--- src/rtl/rxr_pkg.sv ---
package rxr_pkg;

  localparam int DESC_BYTES = 16;

  // register indices
  localparam logic [2:0] REG_IRQ   = 3'd0;
  localparam logic [2:0] REG_DMA   = 3'd1;
  localparam logic [2:0] REG_MACEN = 3'd2;
  localparam logic [2:0] REG_BASE  = 3'd3;
  localparam logic [2:0] REG_LAST  = 3'd4;
  localparam logic [2:0] REG_HWP   = 3'd5;
  localparam logic [2:0] REG_HOLD  = 3'd6;
  localparam logic [2:0] REG_SWP   = 3'd7;

  // interrupt bit positions
  localparam int IRQ_DONE  = 0;
  localparam int IRQ_GOOD  = 1;
  localparam int IRQ_FERR  = 2;
  localparam int IRQ_EMPTY = 5;
  localparam int IRQ_W     = 6;

  typedef enum logic [2:0] {
    ST_IDLE, ST_FETCH, ST_DATA, ST_WORD, ST_WBLEN, ST_WBDMA, ST_DROP
  } rx_state_e;

  // length field written back: bytes including FCS plus a fixed 3
  function automatic logic [15:0] words_field(input logic [15:0] nbytes);
    return nbytes + 16'd3;
  endfunction

  // MAC status: bit0 check error, bit3 short, bit4 long
  function automatic logic [15:0] mac_stat(input logic [15:0] nbytes,
                                           input logic crc_bad,
                                           input int unsigned min_len,
                                           input int unsigned max_len);
    logic [15:0] s;
    s = '0;
    s[0] = crc_bad;
    s[3] = (32'(nbytes) < min_len);
    s[4] = (32'(nbytes) > max_len);
    return s;
  endfunction

  // byte enables for lanes 0..last_lane
  function automatic logic [3:0] lane_mask(input logic [1:0] last_lane);
    logic [3:0] m;
    for (int i = 0; i < 4; i++) m[i] = (2'(i) <= last_lane);
    return m;
  endfunction

endpackage

--- src/rtl/rxr_regs.sv ---
module rxr_regs
  import rxr_pkg::*;
#(
  parameter int AW = 32
) (
  input  logic              clk,
  input  logic              rst_n,
  input  logic              reg_wr,
  input  logic              reg_rd,
  input  logic [2:0]        reg_addr,
  input  logic [31:0]       reg_wdata,
  output logic [31:0]       reg_rdata,
  input  logic [AW-1:0]     hw_ptr,
  input  logic [IRQ_W-1:0]  irq_set,
  output logic [AW-1:0]     ring_base,
  output logic [AW-1:0]     ring_last,
  output logic [AW-1:0]     sw_ptr,
  output logic              rx_on,
  output logic              base_wr,
  output logic              int_rd,
  output logic [IRQ_W-1:0]  irq_vec
);

  logic          dma_rx_en;
  logic          mac_rx_en;
  logic [AW-1:0] hold_q;

  assign base_wr = reg_wr && (reg_addr == REG_BASE);
  assign int_rd  = reg_rd && (reg_addr == REG_IRQ);
  assign rx_on   = dma_rx_en & mac_rx_en;

  always_ff @(posedge clk) begin
    if (!rst_n) begin
      dma_rx_en <= 1'b0;
      mac_rx_en <= 1'b0;
      ring_base <= '0;
      ring_last <= '0;
      sw_ptr    <= '0;
      hold_q    <= '0;
      irq_vec   <= '0;
    end else begin
      if (reg_wr) begin
        case (reg_addr)
          REG_DMA:   dma_rx_en <= reg_wdata[1];
          REG_MACEN: mac_rx_en <= reg_wdata[0];
          REG_BASE:  ring_base <= reg_wdata[AW-1:0];
          REG_LAST:  ring_last <= reg_wdata[AW-1:0];
          REG_SWP:   sw_ptr    <= reg_wdata[AW-1:0];
          default:   ;
        endcase
      end
      if (int_rd) hold_q <= hw_ptr;
      irq_vec <= (int_rd ? '0 : irq_vec) | irq_set;
    end
  end

  always_comb begin
    reg_rdata = '0;
    case (reg_addr)
      REG_IRQ:   reg_rdata[IRQ_W-1:0] = irq_vec;
      REG_DMA:   reg_rdata[1]         = dma_rx_en;
      REG_MACEN: reg_rdata[0]         = mac_rx_en;
      REG_BASE:  reg_rdata[AW-1:0]    = ring_base;
      REG_LAST:  reg_rdata[AW-1:0]    = ring_last;
      REG_HWP:   reg_rdata[AW-1:0]    = hw_ptr;
      REG_HOLD:  reg_rdata[AW-1:0]    = hold_q;
      REG_SWP:   reg_rdata[AW-1:0]    = sw_ptr;
      default:   reg_rdata            = '0;
    endcase
  end

endmodule

--- src/rtl/rxr_ring.sv ---
module rxr_ring
  import rxr_pkg::*;
#(
  parameter int AW = 32
) (
  input  logic          clk,
  input  logic          rst_n,
  input  logic [AW-1:0] ring_base,
  input  logic [AW-1:0] ring_last,
  input  logic [AW-1:0] sw_ptr,
  input  logic          base_wr,
  input  logic [AW-1:0] new_base,
  input  logic          adv,
  output logic [AW-1:0] hw_ptr,
  output logic          ring_full
);

  localparam logic [AW-1:0] STEP = AW'(DESC_BYTES);

  function automatic logic [AW-1:0] ptr_next(input logic [AW-1:0] p,
                                             input logic [AW-1:0] b,
                                             input logic [AW-1:0] l);
    return (p == b + l) ? b : p + STEP;
  endfunction

  always_ff @(posedge clk) begin
    if (!rst_n)       hw_ptr <= '0;
    else if (base_wr) hw_ptr <= new_base;
    else if (adv)     hw_ptr <= ptr_next(hw_ptr, ring_base, ring_last);
  end

  assign ring_full = (hw_ptr == sw_ptr);

endmodule

--- src/rtl/rxr_dma.sv ---
module rxr_dma
  import rxr_pkg::*;
#(
  parameter int AW        = 32,
  parameter int MIN_FRAME = 64,
  parameter int MAX_FRAME = 10318
) (
  input  logic              clk,
  input  logic              rst_n,
  input  logic              rx_on,
  input  logic [AW-1:0]     hw_ptr,
  input  logic              ring_full,
  input  logic              rx_valid,
  output logic              rx_ready,
  input  logic [7:0]        rx_data,
  input  logic              rx_sof,
  input  logic              rx_eof,
  input  logic              rx_err,
  output logic              mem_req,
  output logic              mem_we,
  output logic [AW-1:0]     mem_addr,
  output logic [31:0]       mem_wdata,
  output logic [3:0]        mem_be,
  input  logic              mem_ack,
  input  logic [31:0]       mem_rdata,
  output logic              fetch_go,
  output logic              drop_go,
  output logic              frame_done,
  output logic              drop_active,
  output logic [IRQ_W-1:0]  irq_set
);

  localparam logic [AW-1:0] OFF_LEN = AW'(8);
  localparam logic [AW-1:0] OFF_DMA = AW'(12);
  localparam logic [AW-1:0] WSTEP   = AW'(4);

  rx_state_e     state;
  logic [AW-1:0] cur_desc;
  logic [AW-1:0] buf_addr;
  logic [AW-1:0] woff;
  logic [15:0]   nbytes;
  logic [31:0]   wbuf;
  logic [3:0]    wbe;
  logic          last_q;
  logic          crc_q;
  logic [1:0]    lane;
  logic [15:0]   stat;
  logic          full_drop;

  assign lane = nbytes[1:0];
  assign stat = mac_stat(nbytes, crc_q, MIN_FRAME, MAX_FRAME);

  assign fetch_go    = (state == ST_IDLE) && rx_valid && rx_sof && rx_on && !ring_full;
  assign drop_go     = (state == ST_IDLE) && rx_valid && rx_sof && !(rx_on && !ring_full);
  assign full_drop   = drop_go && rx_on && ring_full;
  assign frame_done  = (state == ST_WBDMA) && mem_ack;
  assign drop_active = (state == ST_DROP);

  always_comb begin
    irq_set            = '0;
    irq_set[IRQ_DONE]  = frame_done;
    irq_set[IRQ_GOOD]  = frame_done && (stat == 16'd0);
    irq_set[IRQ_FERR]  = frame_done && (stat != 16'd0);
    irq_set[IRQ_EMPTY] = full_drop;
  end

  always_comb begin
    case (state)
      ST_IDLE:          rx_ready = rx_valid && !rx_sof;
      ST_DATA, ST_DROP: rx_ready = 1'b1;
      default:          rx_ready = 1'b0;
    endcase
  end

  always_comb begin
    mem_req   = 1'b0;
    mem_we    = 1'b0;
    mem_addr  = '0;
    mem_wdata = '0;
    mem_be    = '0;
    case (state)
      ST_FETCH: begin
        mem_req  = 1'b1;
        mem_addr = cur_desc;
      end
      ST_WORD: begin
        mem_req   = 1'b1;
        mem_we    = 1'b1;
        mem_addr  = buf_addr + woff;
        mem_wdata = wbuf;
        mem_be    = wbe;
      end
      ST_WBLEN: begin
        mem_req   = 1'b1;
        mem_we    = 1'b1;
        mem_addr  = cur_desc + OFF_LEN;
        mem_wdata = {stat, words_field(nbytes)};
        mem_be    = 4'b1111;
      end
      ST_WBDMA: begin
        mem_req   = 1'b1;
        mem_we    = 1'b1;
        mem_addr  = cur_desc + OFF_DMA;
        mem_wdata = 32'h0000_0001;
        mem_be    = 4'b0001;
      end
      default: ;
    endcase
  end

  always_ff @(posedge clk) begin
    if (!rst_n) begin
      state    <= ST_IDLE;
      cur_desc <= '0;
      buf_addr <= '0;
      woff     <= '0;
      nbytes   <= '0;
      wbuf     <= '0;
      wbe      <= '0;
      last_q   <= 1'b0;
      crc_q    <= 1'b0;
    end else begin
      case (state)
        ST_IDLE: begin
          if (fetch_go) begin
            cur_desc <= hw_ptr;
            state    <= ST_FETCH;
          end else if (drop_go) begin
            state <= ST_DROP;
          end
        end
        ST_FETCH: begin
          if (mem_ack) begin
            buf_addr <= mem_rdata[AW-1:0];
            woff     <= '0;
            nbytes   <= '0;
            crc_q    <= 1'b0;
            state    <= ST_DATA;
          end
        end
        ST_DATA: begin
          if (rx_valid) begin
            wbuf[{lane, 3'b000} +: 8] <= rx_data;
            nbytes <= nbytes + 16'd1;
            if (rx_eof) crc_q <= rx_err;
            if (lane == 2'd3 || rx_eof) begin
              wbe    <= lane_mask(lane);
              last_q <= rx_eof;
              state  <= ST_WORD;
            end
          end
        end
        ST_WORD: begin
          if (mem_ack) begin
            woff  <= woff + WSTEP;
            state <= last_q ? ST_WBLEN : ST_DATA;
          end
        end
        ST_WBLEN: if (mem_ack) state <= ST_WBDMA;
        ST_WBDMA: if (mem_ack) state <= ST_IDLE;
        ST_DROP:  if (rx_valid && rx_eof) state <= ST_IDLE;
        default:  state <= ST_IDLE;
      endcase
    end
  end

endmodule

--- src/rtl/rx_ring_engine.sv ---
module rx_ring_engine
  import rxr_pkg::*;
#(
  parameter int AW        = 32,
  parameter int MIN_FRAME = 64,
  parameter int MAX_FRAME = 10318
) (
  input  logic        clk,
  input  logic        rst_n,
  input  logic        reg_wr,
  input  logic        reg_rd,
  input  logic [2:0]  reg_addr,
  input  logic [31:0] reg_wdata,
  output logic [31:0] reg_rdata,
  input  logic        rx_valid,
  output logic        rx_ready,
  input  logic [7:0]  rx_data,
  input  logic        rx_sof,
  input  logic        rx_eof,
  input  logic        rx_err,
  output logic        mem_req,
  output logic        mem_we,
  output logic [31:0] mem_addr,
  output logic [31:0] mem_wdata,
  output logic [3:0]  mem_be,
  input  logic        mem_ack,
  input  logic [31:0] mem_rdata,
  output logic        irq
);

  // named internal events, observed by the bound checker
  logic [AW-1:0]    hw_ptr;
  logic [AW-1:0]    sw_ptr;
  logic [AW-1:0]    ring_base;
  logic [AW-1:0]    ring_last;
  logic             ring_full;
  logic             rx_on;
  logic             base_wr;
  logic             int_rd;
  logic             fetch_go;
  logic             drop_go;
  logic             frame_done;
  logic             drop_active;
  logic [IRQ_W-1:0] irq_set;
  logic [IRQ_W-1:0] irq_vec;

  rxr_regs #(.AW(AW)) u_regs (
    .clk       (clk),
    .rst_n     (rst_n),
    .reg_wr    (reg_wr),
    .reg_rd    (reg_rd),
    .reg_addr  (reg_addr),
    .reg_wdata (reg_wdata),
    .reg_rdata (reg_rdata),
    .hw_ptr    (hw_ptr),
    .irq_set   (irq_set),
    .ring_base (ring_base),
    .ring_last (ring_last),
    .sw_ptr    (sw_ptr),
    .rx_on     (rx_on),
    .base_wr   (base_wr),
    .int_rd    (int_rd),
    .irq_vec   (irq_vec)
  );

  rxr_ring #(.AW(AW)) u_ring (
    .clk       (clk),
    .rst_n     (rst_n),
    .ring_base (ring_base),
    .ring_last (ring_last),
    .sw_ptr    (sw_ptr),
    .base_wr   (base_wr),
    .new_base  (reg_wdata[AW-1:0]),
    .adv       (frame_done),
    .hw_ptr    (hw_ptr),
    .ring_full (ring_full)
  );

  rxr_dma #(.AW(AW), .MIN_FRAME(MIN_FRAME), .MAX_FRAME(MAX_FRAME)) u_dma (
    .clk         (clk),
    .rst_n       (rst_n),
    .rx_on       (rx_on),
    .hw_ptr      (hw_ptr),
    .ring_full   (ring_full),
    .rx_valid    (rx_valid),
    .rx_ready    (rx_ready),
    .rx_data     (rx_data),
    .rx_sof      (rx_sof),
    .rx_eof      (rx_eof),
    .rx_err      (rx_err),
    .mem_req     (mem_req),
    .mem_we      (mem_we),
    .mem_addr    (mem_addr),
    .mem_wdata   (mem_wdata),
    .mem_be      (mem_be),
    .mem_ack     (mem_ack),
    .mem_rdata   (mem_rdata),
    .fetch_go    (fetch_go),
    .drop_go     (drop_go),
    .frame_done  (frame_done),
    .drop_active (drop_active),
    .irq_set     (irq_set)
  );

  assign irq = |irq_vec;

endmodule

--- config.mk ---
export PLATFORM = sky130hd
export DESIGN_NAME = rx_ring_engine
export DESIGN_NICKNAME = d
export VERILOG_FILES = /design/src/rtl/rxr_pkg.sv /design/src/rtl/rxr_regs.sv /design/src/rtl/rxr_ring.sv /design/src/rtl/rxr_dma.sv /design/src/rtl/rx_ring_engine.sv
export SDC_FILE = /design/constraint.sdc
export NUM_CORES = 1
export LEC_CHECK = 0
export BUFFER_PORTS_ARGS = -buffer_cell sky130_fd_sc_hd__buf_2
export CORE_MARGIN = 8
export CORE_UTILIZATION = 55
export CTS_BUF_LIST = sky130_fd_sc_hd__clkbuf_8
export CTS_CLUSTER_SIZE = 30
export DETAILED_ROUTE_END_ITERATION = 8
export PLACE_DENSITY = 0.86
export SLEW_MARGIN = 20
export SYNTH_ARGS = -nofsm -noshare
export SYNTH_HDL_FRONTEND = slang
export SYNTH_SLANG_ARGS = --single-unit
--- constraint.sdc ---
create_clock -name clk -period 4.2 [get_ports clk]
set_input_delay 0.84 -clock clk [delete_from_list [all_inputs] [get_ports clk]]
set_output_delay 0.84 -clock clk [all_outputs]
set_load 0.005 [all_outputs]
---- After elaboration in Yosys (flattened, before gate mapping) ----
Cells that the tools add are included.
storage, ports and cells
  register bits after elaboration ......... 321
  logic and storage cells ................. 140
  output and inout port bits .............. 104
  input bits .............................. 84
operators by class
  eq/ne operators ......................... 25
  reductions and logical operators ........ 43
  mux-type cells .......................... 36
  shifts and indexed selects .............. 2
  bitwise operators ....................... 2
  add/sub/neg operators ................... 9
  magnitude comparators ................... 6
operator list
  cell                    number
  $mux 32                 5
  $pmux 26 s5             1
  $pmux 32 s4             1
  $pmux 32 s3             1
  $add 32x32->32          2
  $add 32x4->32 const B   2
  $eq 32x32->1            2
  $pmux 32 s2             1
  $add 32x3->32 const B   1
  $add 32x5->32 const B   1
  $bwmux 32               1
  $mux 16                 2
  $pmux 16 s2             1
  $shift 8x7->32 const A  1
  $shiftx 8x7->32         1
  $mux 3                  10
  $pmux 4 s6              1
  $eq 3x3->1 const B      7
  $pmux 3 s7              1
  $add 16x1->16 const B   1
  $add 16x2->16 const B   1
  $gt 16x14->1 const B    1
  $logic_not 16->1        1
  $lt 16x7->1 const B     1
  30 further kinds        76

---- Longest topological paths before layout ----
Gate-level depths: netlist (run 1).
  depth in word-level cells ............... 8
  gate-level depth with buffers ........... 15
  mapped depth without buffers ............ 13

---- By module ----
From an unflattened synthesis (run 1), not the netlist that was laid out.
unflattened totals
  cells, all modules ...................... 2817
  area total of the unflattened synthesis .. 21435.6 um^2
by module, submodules not included
  module          cells each  area each (um^2)  times used  seq. area each (um^2)
  rxr_dma         1336        9985.8            1           3022.9
  rxr_regs        768         6374.9            1           2722.6
  rxr_ring        710         5061.1            1           640.6
  rx_ring_engine  3           13.8              1           0.0

---- Least setup slack after synthesis (run 1) ----
OpenSTA, ideal clock, no wires.
  kind .................................... register -> output
  from .................................... register u_dma.woff[13]
  to ...................................... output port mem_addr[31]
  slack ................................... 0.333 ns
  cell stages (with the launch flop) ...... 12
  buffers on the path ..................... 0
  data arrival time ....................... 3.027 ns
  required time ........................... 3.360 ns
  cells stage by stage .................... dfxtp_1 > ha_1 > a211oi_2 > a32oi_1 > a21oi_1 > a21oi_1 > a221oi_2 > o21ai_1 > a41o_1 > o41a_1 > or4_1 > nand3_1
on the way
  word-level cells in the longest chain between the ends .. 2
ends and longest elaborated chain
  element                 line                  source
  from (decl)             rxr_dma.sv:40         logic [AW-1:0] woff;
  from (signal assigned)  rxr_dma.sv:155        woff <= woff + WSTEP;
  $add 32x32->32          rxr_dma.sv:89         mem_addr = buf_addr + woff;
  $pmux 32 s4             rxr_dma.sv:81         case (state)
  to (decl)               rx_ring_engine.sv:23  output logic [31:0] mem_addr,
No other way between the ends.

---- Worst setup path after layout (run 1) ----
Same ends and word-level chain as after synthesis.

==> flow_summary.yaml, run 1 <==
synth:
  syn-instance-count: 2721
  ys_seq_area_share_pct: 30.9
  synth_seq_cells: 317
  yosysTopAreaCell: "dfxtp_1"
  synth.distinct_cells: 92
  synth_area_um2: 20500
  synth-edff-count: 0
  synthArstFlopShare_pct: 0
  synth_top_area_share_pct: 30.9
  synth-main-ff-cell: "dfxtp_1"
  synth_area_leaders: "dfxtp_1 (31%), nand2_1 (10%), a21oi_1 (7.1%)"
  post_synth.cell_area_avg_um2: 7.54
  yosysWarnings: 0
  syn_nets: 2878
worst_setup_path:
  path_depth: 12
  crit_path_end: "mem_addr[31]"
  cp_top_family: "compound AO/OA/AOI/OAI gates"
  path_max_fanout: 5
  rrSetupSlack_ns: 0.15
  timing.rr.end: "u_ring.hw_ptr[11]$_SDFFE_PN0P_"
  slowest_stage: "or4_1"
  crit_path_start: "u_dma.woff[13]$_SDFFE_PN0P_"
  slowest_delay_ns: 0.49
  worstRegToRegCells: 14
  cp.required_ns: 3.36
  crit_chain: "ha_4, a211oi_4, buf_4, and4b_1, a21oi_2, a221oi_2, o21ai_1, a41o_1, o41a_1, or4_1, nand3_1, buf_2"
  crit_buf_inv: 2
  setup.worst_path.end_class: "output pin"
  crit_type: "flop to output pin"
  worstReg2RegStart: "u_regs.ring_base[16]$_SDFFE_PN0P_"
  arrival_ns: 3.81
  worstSetupStartpointType: "flop"
floorplan:
  coreArea_um2: 36700
  die_y_um: 209
  die-area_um2: 43700
  dieWidth_um: 209
  rows: 70
  io_pins: 188
  start_util_pct: 55.9
clock_tree:
  clock_latency_ns: 0.67
  path_clk_slew_ns: 0.06
  cts_tree: "built"
  cts_hold_buf: 0
  cts-buffers-inserted: 55
  h-tree-depth: 2
  clockBufferDepth: 3
  cts_sinks: 317
  clock_tree.root_cell: "clkbuf_8"
sta:
  setup_viol: 5
  hold_ws_ns: 0.401
  finalHoldViolCount: 0
  min_period_ns: 4.65
  finalWorstSetupSlack_ns: -0.452
  rsz0062_at_grt: "true"
  max_freq_mhz: 215
  drv_slew: 0
  finClkSkew_ns: 0.0272
  tightest_slew_ns: 1.10
  fin_tns_setup_ns: -1.36
  fin_crit_sh_pct: 111
  relSlewSlack_pct: 26.2
global_routing:
  antenna_found_initial: 2
  grt_use_total_pct: 35.3
  grt_pass1_vias: 21800
  gr-total-overflow: 0
  grt_max_degree: 196
  grt_pass1_wl_um: 124000
layout:
  layout.nets: 3039
  drive_gt1_share_pct: 17.7
  finalInstanceArea_um2: 23700
  final_cell_mix: "nand2_1 (546), dfxtp_1 (303), a21oi_1 (286), nor2_1 (212), buf_2 (187)"
  layout_commonest_cell: "nand2_1"
  syn_to_final_growth_pct: 15.5
  diodes: 0
  final_cells: 3392
drt:
  drc: 0
  num_vias: 22200
  drt-wirelength-per-cell_um: 23.7
  dr.pass1.iters: 6
  ant_nets: 0
  viasPerCell: 6.55
  drtIter0Drc: 2498
  routed_wl_um: 80600
run_status:
  status: "finished, violations left"
  violations: "negative setup slack"
pwr:
  power_mw: 7.92
  power.density_nw_per_um2: 334
  peakVddDrop_v: 0.000328
  power_leakage_nw: 9.22
run:
  maxCapViolCount: 0
place:
  place_inst: 3280
  place_area_um2: 22100
  dpl.hpwl_um: 60000
  globalplace.congestion: 1.13
  io_buffers: 187
min_path:
  min_path_type: "primary input to flop"
power breakdown:
group	switching (mW)	internal [mW]	leakage, nW	total [mW]
registers	0.167	3.10	2.57	3.26
logic	1.07	0.521	6.01	1.60
clock network	1.39	1.67	0.648	3.06
total	2.63	5.29	9.22	7.92
logic make-up (layout without fill, tap and decap cells):
family	count (synthesis)	count (layout)	synth area share (%)
AOI/OAI and AO/OA	707	707	21.6
xor gates and xnor gates	160	160	6.83
adders and majority gates	73	73	4.49
buffers and inverters	227	430	4.45
DFF	317	317	30.9
muxes	94	94	6.52
and+or+nand+nor	1143	1143	25.2
synth_stat cells, types with 10 or more instances:
cell,n
o21a_1,20
a32oi_1,11
nor4_1,29
buf_1,13
a21oi_1,290
o211ai_1,20
and3_1,47
nand4_1,49
mux2i_1,55
inv_1,28
xnor2_1,58
buf_2,17
and2_1,12
nor2b_1,10
or3_1,20
a31oi_1,19
o21ai_0,124
a22oi_1,19
xor2_1,102
nand3b_1,10
a21o_1,16
nand2_1,546
nand3_1,88
a22o_1,34
nor3_1,64
mux4_2,31
nor2_1,218
clkbuf_1,160
o22ai_1,28
o31ai_1,14
ha_1,72
dfxtp_1,317
a211oi_1,25
per-layer routing:
metal	routed length [µm]	vias up	GRT usage, %	part of all wire [%]
met5	23	-	0	0.029
met4	4820	4	18.6	6.0
met3	7430	289	7.00	9.2
met2	37300	1314	58.8	46
met1	30900	10600	42.6	38
li1	-	10000	-	-
worst reg2reg max path: stages (launching register included):
cell and delay (ns):
dfxtp_1 0.38, ha_1 0.53, nand4_2 0.14, nor3_1 0.31, buf_4 0.20, o21a_1 0.13, o31a_2 0.24, o21bai_1 0.14
a211o_1 0.34, a211oi_1 0.38, and4_4 0.31, and2_2 0.28, buf_12 0.17, nand3_1 0.08, a221oi_1 0.32
sequential cells by signal, indices dropped and copies added (netlist names), 30 cells and up:
signal / flops
u_dma.cur_desc: 32
u_regs.ring_last: 32
u_dma.woff: 30
u_regs.sw_ptr: 32
u_dma.wbuf: 32
u_regs.ring_base: 32
u_regs.hold_q: 32
u_ring.hw_ptr: 32
u_dma.buf_addr: 32
what timing repair did:
| item | CTS | global route |
|---|---|---|
| setup buffers | 8 | 5 |
| resized for setup | 28 | 36 |
| pin swaps | 17 | 18 |
| endpoints found under the setup margin | 12 | 40 |
| gates cloned | 0 | 0 |
how the worst min path moves through the flow:
stage,startpoint,end,slack (ns),cells past startpoint
after CTS,mem_rdata[3],u_dma.buf_addr[3]$_SDFFE_PN0P_,0.36,3
final,mem_rdata[6],u_dma.buf_addr[6]$_SDFFE_PN0P_,0.40,3
after detailed placement,u_dma.wbuf[17]$_SDFFE_PN0P_,u_dma.wbuf[17]$_SDFFE_PN0P_,0.44,2
after global routing,mem_rdata[29],u_dma.buf_addr[29]$_SDFFE_PN0P_,0.39,3
after floorplan,u_dma.wbuf[0]$_SDFFE_PN0P_,u_dma.wbuf[0]$_SDFFE_PN0P_,0.43,2
after global placement,u_dma.wbuf[30]$_SDFFE_PN0P_,u_dma.wbuf[30]$_SDFFE_PN0P_,0.44,2
per-stage QoR:
step	setup slack [ns]	util, %
3_3_place_gp	0.0935	60.3
2_1_floorplan	0.333	-
3_5_place_dp	0.0385	60.3
5_1_grt	-0.548	64.6
4_1_cts	-0.369	64.0
6_report	-0.452	64.6
area by class of cell:
type	count	area, µm²
Tap cell	468	586
Multi-Input combinational cell	2177	13500
Inverter	29	116
Timing Repair Buffer	302	1900
Clock buffer	76	1050
Clock inverter	23	150
Sequential cell	317	6360
Fill cell	3057	13000
(Power assumes the default switching activity.)
==> inputs of run 2 (changes only) <==
--- a/config.mk
+++ b/config.mk
@@ -12,6 +12,7 @@
 export CTS_CLUSTER_SIZE = 30
 export DETAILED_ROUTE_END_ITERATION = 8
 export PLACE_DENSITY = 0.86
+export SETUP_SLACK_MARGIN = 0.2
 export SLEW_MARGIN = 20
 export SYNTH_ARGS = -nofsm -noshare
 export SYNTH_HDL_FRONTEND = slang
==> run 2 against run 1 <==
Compared with the run above: worst hold slack worse by 0.0050 ns; global-route usage barely moved; the run still ends with negative setup slack left; fmax rose by 1.8%; count of clock-buffer cells in the layout is the same; wire length increased by 0.39%; design area up 0.90%.
==> flow_summary.yaml, run 2 (synthesis results as in run 1) <==
global_routing:
  grt_pass1_vias: 21900
  grt_use_total_pct: 35.3
  gr-total-overflow: 0
  antenna_found_initial: 2
  grt_pass1_wl_um: 124000
  grt_max_degree: 196
place:
  globalplace.congestion: 1.13
  io_buffers: 187
  dpl.hpwl_um: 60000
min_path:
  min_path_type: "primary input to flop"
floorplan:
  start_util_pct: 55.9
  coreArea_um2: 36700
  die-area_um2: 43700
  dieWidth_um: 209
  io_pins: 188
  die_y_um: 209
  rows: 70
sta:
  finalWorstSetupSlack_ns: -0.369
  drv_slew: 0
  finalHoldViolCount: 0
  rsz0062_at_grt: "true"
  fin_crit_sh_pct: 109
  finClkSkew_ns: 0.0278
  fin_tns_setup_ns: -1.14
  min_period_ns: 4.57
  relSlewSlack_pct: 27.4
  max_freq_mhz: 219
  setup_viol: 6
  tightest_slew_ns: 1.08
drt:
  ant_nets: 0
  num_vias: 22300
  dr.pass1.iters: 6
  routed_wl_um: 80900
  viasPerCell: 6.57
  drt-wirelength-per-cell_um: 23.8
  drc: 0
  drtIter0Drc: 2562
clock_tree:
  clock_latency_ns: 0.67
  clock_tree.root_cell: "clkbuf_8"
  cts_sinks: 317
  path_clk_slew_ns: 0.06
  clockBufferDepth: 3
  cts_tree: "built"
  cts-buffers-inserted: 55
  h-tree-depth: 2
worst_setup_path:
  crit_type: "flop to output pin"
  cp.required_ns: 3.36
  arrival_ns: 3.73
  setup.worst_path.end_class: "output pin"
  path_max_fanout: 5
  crit_buf_inv: 2
  crit_chain: "ha_4, a211oi_4, buf_4, and4b_1, a21oi_2, a221oi_2, o21ai_2, a41o_1, o41a_1, or4_1, nand3_1, buf_2"
  slowest_delay_ns: 0.49
  slowest_stage: "or4_1"
  cp_top_family: "compound AO/OA/AOI/OAI gates"
  worstSetupStartpointType: "flop"
layout:
  diodes: 0
  syn_to_final_growth_pct: 16.6
  final_cell_mix: "nand2_1 (546), dfxtp_1 (301), a21oi_1 (285), nor2_1 (210), buf_2 (187)"
  drive_gt1_share_pct: 18.9
  layout.nets: 3046
  layout_commonest_cell: "nand2_1"
  utilization_pct: 65.2
pwr:
  pwr-share-comb_pct: 20.2
  p_int_mw: 5.30
  swShare_pct: 33.2
  p_sw_mw: 2.63
  power_leakage_nw: 9.27
  power.density_nw_per_um2: 332
  clkPwrFrac_pct: 38.6
  peakVddDrop_v: 0.000328
  p_seq_share_pct: 41.2
run_status:
  violations: "negative setup slack"
  status: "finished, violations left"
run:
  maxCapViolCount: 0
==> run 2: area by class of cell <==
type                    instances  area (µm²)
fillers                      3048       12800
inverters                      29         116
well taps                     468         586
clock inverters                23         150
repair buffers                309        1960
multi-input cells            2177       13700
flip-flops and latches        317        6370
clock buffers                  76        1050
==> run 2: repair_timing <==
action	in CTS	in global routing
endpoints found under the setup margin	24	48
gates resized for setup	41	62
pin swaps	22	19
buffers inserted	10	9
hold buffers	0	0
==> run 2: power groups by stage <==
stage | Combinational, mW | Sequential, mW | Clock, mW
finish | 1.61 | 3.26 | 3.06
detailed placement | 1.53 | 3.32 | 0
CTS | 1.55 | 3.25 | 3.08
floorplan | 1.04 | 3.20 | 0
global placement | 1.51 | 3.31 | 0
global route | 1.71 | 3.27 | 3.24
==> run 2: worst reg2reg max path, stage by stage (launching register included) <==
cell and delay (ns):
dfxtp_1 0.35, ha_1 0.49, nand4_2 0.15, nor3_1 0.30, buf_4 0.20, o21a_1 0.13
o31a_2 0.24, o21bai_1 0.14, a211o_1 0.34, a211oi_1 0.38, and4_4 0.31, buf_12 0.14
nand2_8 0.13, mux2i_1 0.18, a2111oi_2 0.34
==> run 2: metrics by stage <==
step | area [µm²] | hold WS (ns) | cells | worst slack (ns) | total power [mW]
after floorplan | 20500 | 0.428 | 2721 | 0.333 | 4.24
after detailed placement | 22100 | 0.442 | 3280 | 0.0385 | 4.85
after global placement | 22100 | 0.436 | 3280 | 0.0935 | 4.82
after global routing | 23900 | 0.392 | 3399 | -0.471 | 8.22
final | 23900 | 0.396 | 3399 | -0.369 | 7.93
after CTS | 23500 | 0.358 | 3389 | -0.369 | 7.88
==> run 2: final timing paths <==
kind,startpoint,to,slack (ns),cells past startpoint
worst max-delay path,u_dma.woff[13]$_SDFFE_PN0P_,mem_addr[31],-0.37,12
worst min-delay path,mem_rdata[6],u_dma.buf_addr[6]$_SDFFE_PN0P_,0.40,3
worst max register to register,u_regs.ring_base[13]$_SDFFE_PN0P_,u_ring.hw_ptr[14]$_SDFFE_PN0P_,0.28,14
worst min register to register,u_dma.wbuf[28]$_SDFFE_PN0P_,u_dma.wbuf[28]$_SDFFE_PN0P_,0.45,2
==> run 2: layer usage <==
layer | GRT usage [%] | vias to the layer above | part of all wire (%)
met1 | 42.4 | 10600 | 39
li1 | - | 10100 | -
met3 | 7.33 | 308 | 9.0
met4 | 18.8 | 4 | 6.0
met5 | 0 | - | 0.031
met2 | 58.7 | 1358 | 46
